===== src/rtl/cm_pkg.sv =====
package cm_pkg;
  typedef enum logic [0:0] {
    ST_WAIT_META = 1'b0,
    ST_PAYLOAD   = 1'b1
  } cm_state_e;
endpackage


===== src/rtl/cm_len_calc.sv =====
module cm_len_calc #(
  parameter int LEN_W   = 11,
  parameter int BYTES_W = 3,
  parameter int WCNT_W  = LEN_W + 1 - BYTES_W
) (
  input  logic [LEN_W-1:0]  pkt_len,
  input  logic [LEN_W-1:0]  cap_len,
  output logic [WCNT_W-1:0] total_words,
  output logic [WCNT_W-1:0] keep_words
);
  localparam logic [LEN_W:0] ROUND = (LEN_W+1)'((1 << BYTES_W) - 1);

  logic [LEN_W-1:0] eff_len;
  logic [LEN_W:0]   total_sum;
  logic [LEN_W:0]   keep_sum;

  // bytes actually kept is the smaller of packet length and cap
  assign eff_len   = (pkt_len < cap_len) ? pkt_len : cap_len;
  assign total_sum = {1'b0, pkt_len} + ROUND;
  assign keep_sum  = {1'b0, eff_len} + ROUND;

  assign total_words = WCNT_W'(total_sum >> BYTES_W);
  assign keep_words  = WCNT_W'(keep_sum >> BYTES_W);
endmodule


===== src/rtl/cm_seq.sv =====
module cm_seq
  import cm_pkg::*;
#(
  parameter int WCNT_W = 9
) (
  input  logic              clk,
  input  logic              rst_n,
  input  logic              soft_rst,
  input  logic              full_i,
  input  logic              meta_empty_i,
  input  logic              data_empty_i,
  input  logic [WCNT_W-1:0] total_i,
  input  logic [WCNT_W-1:0] keep_i,
  output logic              meta_pop_o,
  output logic              data_pop_o,
  output logic              data_keep_o
);
  cm_state_e         state_q, state_d;
  logic [WCNT_W-1:0] cnt_q, cnt_d;
  logic [WCNT_W-1:0] total_q, total_d;
  logic [WCNT_W-1:0] keep_q, keep_d;
  logic              go;
  logic              upd_en;

  assign go = !full_i && !soft_rst;

  always_comb begin
    state_d     = state_q;
    cnt_d       = cnt_q;
    total_d     = total_q;
    keep_d      = keep_q;
    meta_pop_o  = 1'b0;
    data_pop_o  = 1'b0;
    data_keep_o = 1'b0;
    case (state_q)
      ST_WAIT_META: begin
        if (go && !meta_empty_i) begin
          meta_pop_o = 1'b1;
          cnt_d      = '0;
          total_d    = total_i;
          keep_d     = keep_i;
          if (total_i != '0) state_d = ST_PAYLOAD;
        end
      end
      ST_PAYLOAD: begin
        if (go && !data_empty_i) begin
          data_pop_o  = 1'b1;
          data_keep_o = (cnt_q < keep_q);
          if (cnt_q == total_q - 1'b1) begin
            state_d = ST_WAIT_META;
            cnt_d   = '0;
          end else begin
            cnt_d = cnt_q + 1'b1;
          end
        end
      end
      default: state_d = ST_WAIT_META;
    endcase
    if (soft_rst) begin
      state_d = ST_WAIT_META;
      cnt_d   = '0;
    end
  end

  assign upd_en = meta_pop_o || data_pop_o || soft_rst;

  always_ff @(posedge clk or negedge rst_n) begin
    if (!rst_n) begin
      state_q <= ST_WAIT_META;
      cnt_q   <= '0;
      total_q <= '0;
      keep_q  <= '0;
    end else if (upd_en) begin
      state_q <= state_d;
      cnt_q   <= cnt_d;
      total_q <= total_d;
      keep_q  <= keep_d;
    end
  end

  a_r9_soft_to_wait: assert property (@(posedge clk) disable iff (!rst_n)
    soft_rst |=> (state_q == ST_WAIT_META));
  a_r3_cnt_in_range: assert property (@(posedge clk) disable iff (!rst_n)
    (state_q == ST_PAYLOAD) |-> (cnt_q < total_q));
  a_r6_zero_len_stays: assert property (@(posedge clk) disable iff (!rst_n)
    (meta_pop_o && total_i == '0) |=> (state_q == ST_WAIT_META));
  a_r7_hold_on_full: assert property (@(posedge clk) disable iff (!rst_n)
    (full_i && !soft_rst) |=> ($stable(cnt_q) && $stable(state_q)));
  a_r8_no_data_in_wait: assert property (@(posedge clk) disable iff (!rst_n)
    (state_q == ST_WAIT_META) |-> !data_pop_o);
endmodule


===== src/rtl/cm_out_sel.sv =====
module cm_out_sel #(
  parameter int DATA_W = 64
) (
  input  logic              meta_pop,
  input  logic              data_pop,
  input  logic              data_keep,
  input  logic [DATA_W-1:0] meta_word,
  input  logic [DATA_W-1:0] data_word,
  output logic              wr,
  output logic [DATA_W-1:0] dout
);
  assign wr   = meta_pop || (data_pop && data_keep);
  assign dout = meta_pop ? meta_word : data_word;
endmodule


===== src/rtl/capture_merge.sv =====
module capture_merge #(
  parameter int DATA_W  = 64,
  parameter int LEN_W   = 11,
  parameter int LEN_LSB = 64,
  parameter int META_W  = LEN_LSB + LEN_W
) (
  input  logic              clk,
  input  logic              rst_n,
  input  logic              soft_rst,
  input  logic [LEN_W-1:0]  cap_max,
  input  logic              meta_empty,
  output logic              meta_rd,
  input  logic [META_W-1:0] meta_dout,
  input  logic              data_empty,
  output logic              data_rd,
  input  logic [DATA_W-1:0] data_dout,
  input  logic              out_full,
  output logic              out_wr,
  output logic [DATA_W-1:0] out_dout
);
  localparam int BYTES_W = $clog2(DATA_W / 8);
  localparam int WCNT_W  = LEN_W + 1 - BYTES_W;

  logic [WCNT_W-1:0] total_w;
  logic [WCNT_W-1:0] keep_w;
  logic              keep_now;

  cm_len_calc #(.LEN_W(LEN_W), .BYTES_W(BYTES_W), .WCNT_W(WCNT_W)) u_len (
    .pkt_len     (meta_dout[LEN_LSB +: LEN_W]),
    .cap_len     (cap_max),
    .total_words (total_w),
    .keep_words  (keep_w)
  );

  cm_seq #(.WCNT_W(WCNT_W)) u_seq (
    .clk          (clk),
    .rst_n        (rst_n),
    .soft_rst     (soft_rst),
    .full_i       (out_full),
    .meta_empty_i (meta_empty),
    .data_empty_i (data_empty),
    .total_i      (total_w),
    .keep_i       (keep_w),
    .meta_pop_o   (meta_rd),
    .data_pop_o   (data_rd),
    .data_keep_o  (keep_now)
  );

  cm_out_sel #(.DATA_W(DATA_W)) u_out (
    .meta_pop  (meta_rd),
    .data_pop  (data_rd),
    .data_keep (keep_now),
    .meta_word (meta_dout[DATA_W-1:0]),
    .data_word (data_dout),
    .wr        (out_wr),
    .dout      (out_dout)
  );

  a_r1_meta_nonempty: assert property (@(posedge clk) disable iff (!rst_n)
    meta_rd |-> !meta_empty);
  a_r1_data_nonempty: assert property (@(posedge clk) disable iff (!rst_n)
    data_rd |-> !data_empty);
  a_r7_quiet_on_full: assert property (@(posedge clk) disable iff (!rst_n)
    out_full |-> (!meta_rd && !data_rd && !out_wr));
  a_r2_meta_emitted: assert property (@(posedge clk) disable iff (!rst_n)
    meta_rd |-> (out_wr && out_dout == meta_dout[DATA_W-1:0]));
  a_r2_one_source: assert property (@(posedge clk) disable iff (!rst_n)
    !(meta_rd && data_rd));
  a_r9_quiet_on_soft: assert property (@(posedge clk) disable iff (!rst_n)
    soft_rst |-> (!meta_rd && !data_rd && !out_wr));
endmodule


===== config.mk =====
export PLATFORM = sky130hd
export DESIGN_NAME = capture_merge
export DESIGN_NICKNAME = d
export VERILOG_FILES = /design/src/rtl/cm_pkg.sv /design/src/rtl/cm_len_calc.sv /design/src/rtl/cm_seq.sv /design/src/rtl/cm_out_sel.sv /design/src/rtl/capture_merge.sv
export SDC_FILE = /design/constraint.sdc
export NUM_CORES = 1
export LEC_CHECK = 0
export BUFFER_PORTS_ARGS = -buffer_cell sky130_fd_sc_hd__buf_2
export CAP_MARGIN = 20
export CORE_MARGIN = 10
export CORE_UTILIZATION = 30
export DETAILED_ROUTE_END_ITERATION = 6
export PLACE_DENSITY = 0.68
export SYNTH_ARGS = -nofsm -noshare
export SYNTH_HDL_FRONTEND = slang
export SYNTH_SLANG_ARGS = --single-unit

===== constraint.sdc =====
create_clock -name clk -period 6.6 [get_ports clk]
set_input_delay 0 -clock clk [delete_from_list [all_inputs] [get_ports clk]]
set_output_delay 0 -clock clk [all_outputs]
set_load 0.05 [all_outputs]

# After elaboration in Yosys (flattened, before gate mapping)

Cells that the tools add are included.

Add/sub/neg operators: 4
Eq/ne operators: 3
Muxes and demuxes: 19
Bitwise operators: 1
Reductions and logical operators: 14
Magnitude comparators: 2

Operator list:

| operator                                                                 | count |
|---|---|
| 64-bit 2-to-1 mux                                                        | 1 |
| 9-bit 2-to-1 mux                                                         | 4 |
| 11-bit by 3-bit adder with 12-bit output (second input constant)         | 2 |
| 9-bit one-hot mux with 2 select lines                                    | 1 |
| 11-bit less-than comparator                                              | 1 |
| 1-bit 2-to-1 mux                                                         | 11 |
| 11-bit 2-to-1 mux                                                        | 1 |
| 9-bit by 1-bit adder with 9-bit output (second input constant)           | 1 |
| 9-bit equality test                                                      | 1 |
| 9-bit less-than comparator                                               | 1 |
| 9-bit nonzero test                                                       | 1 |
| 9-bit by 1-bit subtractor with 9-bit output (second input constant)      | 1 |
| 3-bit AND reduction                                                      | 2 |
| 1-bit logical AND                                                        | 4 |
| 1-bit logical NOT                                                        | 4 |
| 1-bit logical OR                                                         | 3 |
| 3-bit by 2-bit inequality test with 1-bit output (second input constant) | 1 |
| 3-bit inequality test (second input constant)                            | 1 |
| 1-bit one-hot mux with 2 select lines                                    | 1 |
| 1-bit NOT                                                                | 1 |

Output and inout port bits: 67
Input port bits: 156
Register bits: 28
Logic and storage cells: 47

# Depth between registers and ports, before layout

Depth in word-level cells: 8
Gate-level depth with buffers: 9
Mapped depth without buffers: 8

# Modules after synthesis

Synthesis repeated with hierarchy kept, for this count alone.

Cells, all modules: 337
Area total of the unflattened synthesis: 3333.2 µm²

By module, submodules not included:

| module      | area an instance (µm²) | seq. area each (µm²) | cells each | instances |
|---|---|---|---|---|
| cm_seq      | 1714.1                 | 700.7                | 181        | 1 |
| cm_out_sel  | 984.7                  | 0.0                  | 72         | 1 |
| cm_len_calc | 634.4                  | 0.0                  | 84         | 1 |

# Worst setup path before layout

No wires, ideal clock.

Path type: register -> output
From: register u_seq.state_q
To: output port out_dout[54]
Cell stages (with the launch flop): 8
Slack: 4.094 ns
Data arrival time: 2.506 ns
Required time: 6.600 ns
Buffers on the path: 3
Path through: dfrtp_1 or4_1 clkbuf_1 inv_1 clkbuf_1 clkbuf_1 nand2_1 nand2_1

Word-level cells in the longest chain between the ends: 2

RTL lines:

| what                   | line                | source |
|---|---|---|
| start, declared        | cm_seq.sv:18        | `cm_state_e state_q, state_d;` |
| start signal, assigned | cm_seq.sv:74        | `state_q <= state_d;` |
| 1-bit 2-to-1 mux       | cm_seq.sv:35        | `case (state_q)` |
| net meta_rd            | capture_merge.sv:12 | `output logic meta_rd,` |
| 64-bit 2-to-1 mux      | cm_out_sel.sv:13    | `assign dout = meta_pop ? meta_word : data_word;` |
| end, declared          | capture_merge.sv:19 | `output logic [DATA_W-1:0] out_dout` |

The timed path passes the listed nets, and every way through them passes these cells.

# Worst setup path after layout

From: register u_seq.state_q
To: output port out_wr

Word-level cells in the longest chain between the ends: 3
Elaborated cells on any way between the ends: 5
Those cells by class: mux (3); reduce/logical (2)

RTL lines:

| what                 | line                | source |
|---|---|---|
| 1-bit 2-to-1 mux     | cm_seq.sv:35        |  |
| 1-bit logical AND    | cm_out_sel.sv:12    | `assign wr = meta_pop \|\| (data_pop && data_keep);` |
| 1-bit logical OR (*) | cm_out_sel.sv:12    |  |
| end, declared        | capture_merge.sv:18 | `output logic out_wr,` |

Mark *: on every way between the ends. The rest lies on a longest branch, timed or not.

==> impl_summary.md <==
Drt
Dividing the detail-routed wire length by the instance count gives 15.13 um. The remaining design rule violation count is 0. The final routed wirelength across all metal layers is 12.54 mm. The post-detailed-route via-to-cell ratio is 4.731. Detailed routing inserted a total of 3922 vias.

The count of TritonRoute iterations in the first routing pass is 7. The number of routed nets with antenna violations is 0. For this block, the initial DRC count from the detailed router was 302.

Logic synthesis
In this run the mean area of a mapped cell was 6.371 um2. The async set-reset flop share out of synthesis is 100.0%. The sequential cell area fraction in the yosys report is 22.54%. The number of enable-type register cells in the synthesized netlist is 0.

By area, the combinational part of the netlist is dominated by simple AND/OR/NAND/NOR gates. The synthesized netlist devotes 8.048% of its cell area to adder and majority cells. The cell count after synthesis is 488. The library cell occupying the most area in the post-synthesis netlist is sky130_fd_sc_hd__nand2_1.

The number of distinct library cells after synthesis is 50. The area fraction of the dominant cell type after synthesis is 26.20%. The area fraction in and, or, nand and nor cells after synthesis is 41.41%. When the netlist entered floorplanning its net count stood at 664. The dominant register cell in the synthesized netlist is sky130_fd_sc_hd__dfrtp_1. The register bit total from synthesis is 28. By area the synthesized netlist is led by sky130_fd_sc_hd__nand2_1, sky130_fd_sc_hd__dfrtp_1, sky130_fd_sc_hd__ha_1. The compound-gate portion of the synthesized area is 14.61%.

During synthesis, Yosys emitted a total of 0 warnings. The multiplexer share of the synthesized area is 0%. The xor-xnor portion of the synthesized cell area is 6.479%. The synthesized area is 0.003109 mm2.

Timing
Based on the critical path, the design can be clocked at up to 0.3461 GHz. Setup total negative slack on the finished layout was measured at 0 ps. For the pin with the worst max-slew slack, the measured transition is 892.1 ps. Setup violations remaining at the end of the flow were counted as 0. The clock skew is 15.67 ps. The count of final max-slew check failures is 0. The worst pin sits at a relative slew slack of 40.53%. Setup repair after global routing left no endpoint under its margin. The tightest hold path in the finished design has a slack of 34.02 ps.

In the post-route analysis, the smallest setup slack over all paths is 3711 ps. The shortest period the worst path allows is 2889 ps. The final critical path takes up 43.78% of the cycle. The final count of hold timing violations came to 0.

Clock network
After clock tree synthesis, the clock-pin slew on the worst setup and hold paths is 110 ps. The cell sitting at the root of the clock tree is a sky130_fd_sc_hd__clkbuf_8. The deepest level of the CTS H-tree is 1. The CTS tree is done.

The buffer count from post-CTS setup fixing is 0. The buffer depth of the longest clock path is 2. The number of buffers inserted during clock tree synthesis is 3. CTS saw 28 sinks. Once the clock tree was built, the resizer swapped 0 gates to a different size. The later pin in the worst-skew pair is clocked with a latency of 290 ps.

Global routing
The pin count of the biggest net entering global routing is 96. The initial antenna violation count came to 1. The number of global-route vias before repair came to 3852. The first global-routing pass estimated 19.83 mm of wire. The residual overflow from global routing is 0. The combined global-route utilization of all metal layers is 16.17%.

Cells and area
Cells fill 43.04% of the core in the end. The top cell types in the final layout, fill and taps aside, are sky130_fd_sc_hd__buf_2, sky130_fd_sc_hd__nand2_1, sky130_fd_sc_hd__dfrtp_1. At the end of the flow, the number of nets in the layout was 870. The layout has 1095 filler cells.

Summing all multi-input logic gate instances after layout gives 0.002195 mm2. The share of cells above drive strength 1 is 34.20%. Once layout is done, the placed cells without fillers occupy 0.004403 mm2. The area growth from synthesis to layout is 41.61%. The most common cell after layout, fill and taps aside is sky130_fd_sc_hd__buf_2. The diode insertion count for antenna repair is 0.

The area occupied by registers is 700.7 um2.

Floorplanning
The number of I/O pins is 223. The total area inside the core boundary comes to 0.01023 mm2. The overall die area is 0.01484 mm2. The chip width is 121.8 um.

The number of standard-cell rows in the floorplan is 37. In this run the vertical extent of the chip is 121.8 um. Once the floorplan was initialized, standard cells occupied 30.39% of the core.

Place
The post-DP HPWL is 10.70 mm. The placed instance area is 0.004312 mm2. The quantity of I/O buffers inserted on ports is 222. The last weighted congestion value of the routability-driven placer is 0.8256. The minimum setup slack after placement is 3837 ps.

Power and ir drop
The switching power is 319.5 uW. IR analysis of the VDD net gives a maximum drop of 0.1146 mV. The analysis attributes to cell leakage a power of 2.531 nW. The clock share of power is 19.3%. Sequential cells burn 29.9% of the power. The power per cell area is 163.7 mW/mm2. The combinational share of power is 50.8%.

The switching power share of the total is 44.31%. The cell internal power dissipation is 401.5 uW.

Setup path
The launching element type of the critical path is a flip-flop. The signal arrival time at the worst endpoint is 2890 ps. The path type of the worst setup path is reg -> out. STA classifies the critical path endpoint as an output pin. In this run the worst path has a maximum fanout of 45.

For flop-to-flop paths, the worst setup slack is 3830 ps. Data on the critical path is required at its endpoint by 6600 ps.

Worst hold path
The path class of the lowest-slack min-delay path is in -> reg.

Run status
The flow ran to the end, and the final reports show no timing, DRC or antenna violations.

Job
Max-cap violations in this run came to 0.
[cells in the mapped netlist (2+ instances only)]
cell type / instances
sky130_fd_sc_hd__nand4_1: 2
sky130_fd_sc_hd__o31ai_1: 3
sky130_fd_sc_hd__nand2b_1: 4
sky130_fd_sc_hd__a22oi_1: 2
sky130_fd_sc_hd__nand3_1: 19
sky130_fd_sc_hd__a311oi_1: 2
sky130_fd_sc_hd__ha_1: 20
sky130_fd_sc_hd__dfrtp_1: 28
sky130_fd_sc_hd__xnor2_1: 15
sky130_fd_sc_hd__o211ai_1: 2
sky130_fd_sc_hd__a211oi_1: 2
sky130_fd_sc_hd__and3_1: 7
sky130_fd_sc_hd__nor4_1: 8
sky130_fd_sc_hd__nor2_1: 17
sky130_fd_sc_hd__nor3_1: 9
sky130_fd_sc_hd__clkbuf_1: 25
sky130_fd_sc_hd__nor3b_1: 4
sky130_fd_sc_hd__xor2_1: 8
sky130_fd_sc_hd__a31oi_1: 3
sky130_fd_sc_hd__a221o_1: 5
sky130_fd_sc_hd__a21o_1: 5
sky130_fd_sc_hd__o2111ai_1: 4
sky130_fd_sc_hd__o21a_1: 2
sky130_fd_sc_hd__inv_1: 27
sky130_fd_sc_hd__a21oi_1: 7
sky130_fd_sc_hd__o22ai_1: 2
sky130_fd_sc_hd__o21ai_0: 16
sky130_fd_sc_hd__nand2_1: 217
sky130_fd_sc_hd__a32oi_1: 2
[routing by layer]
metal	share of wire [%]	up-vias	global-route usage, %
li1	-	2042	-
met1	39	1728	18.16
met2	49	131	27.86
met3	9.0	19	6.383
met4	2.3	2	4.322
met5	0.10	-	0
[critical path: stages (launching register included)]
cell and delay (ps):
sky130_fd_sc_hd__dfrtp_1 400, sky130_fd_sc_hd__or4_2 730, sky130_fd_sc_hd__inv_2 410, sky130_fd_sc_hd__buf_4 500
sky130_fd_sc_hd__nor2_1 90, sky130_fd_sc_hd__o21ai_0 130, sky130_fd_sc_hd__buf_2 320
[power groups by stage]
stage | clock [mW] | combinational, mW | sequential (mW)
2_1_floorplan | 0 | 0.252 | 0.212
3_3_place_gp | 0 | 0.364 | 0.218
3_5_place_dp | 0 | 0.368 | 0.219
4_1_cts | 0.142 | 0.370 | 0.215
5_1_grt | 0.147 | 0.402 | 0.219
6_report | 0.139 | 0.366 | 0.215
[flip-flops by register name, summed over array words and instances, names as in the netlist]
name / cells
u_seq.cnt_q: 9
u_seq.keep_q: 9
u_seq.total_q: 9
u_seq.state_q: 1
[final cells by class]
type | instances | area share, %
inverter | 28 | 2.387
multi-input combinational | 405 | 49.84
timing repair buffer | 228 | 26.37
clock buffer | 3 | 0.9378
tap | 136 | 3.865
clock inverter | 1 | 0.6820
sequential | 28 | 15.91
[repair_timing]
action                                  in CTS  in global routing
endpoints found under the hold margin       29                  0
hold buffers                                 2                  0
endpoints found under the setup margin       0                  0
[logic make-up (layout without fill, tap and decap cells)]
| family | count (synthesis) | after routing |
|---|---|---|
| flip-flops | 28 | 28 |
| AND/OR/NAND/NOR | 297 | 297 |
| XOR/XNOR | 23 | 23 |
| adder cells (fa/ha/maj) | 20 | 20 |
| AO/OA/AOI/OAI | 65 | 65 |
| buffers and inverters | 55 | 260 |
[worst paths after layout]
kind / start / to / cells past startpoint
hold / removal: meta_empty / u_seq.state_q / 4
hold reg to reg: u_seq.total_q[8] / u_seq.total_q[8] / 2
setup reg to reg: u_seq.state_q / u_seq.cnt_q[3] / 7
setup / recovery: u_seq.state_q / out_wr / 6
max in group asynchronous: rst_n / u_seq.keep_q[5] / 2
min in group asynchronous: rst_n / u_seq.state_q / 2
[stage by stage]
step	total power, mW	cells
after floorplan	0.4648	488
after global placement	0.5824	823
after detailed placement	0.5861	823
after CTS	0.7274	829
after global routing	0.7684	829
final	0.7209	829
Note: power is estimated with default switching activity, not from simulation.
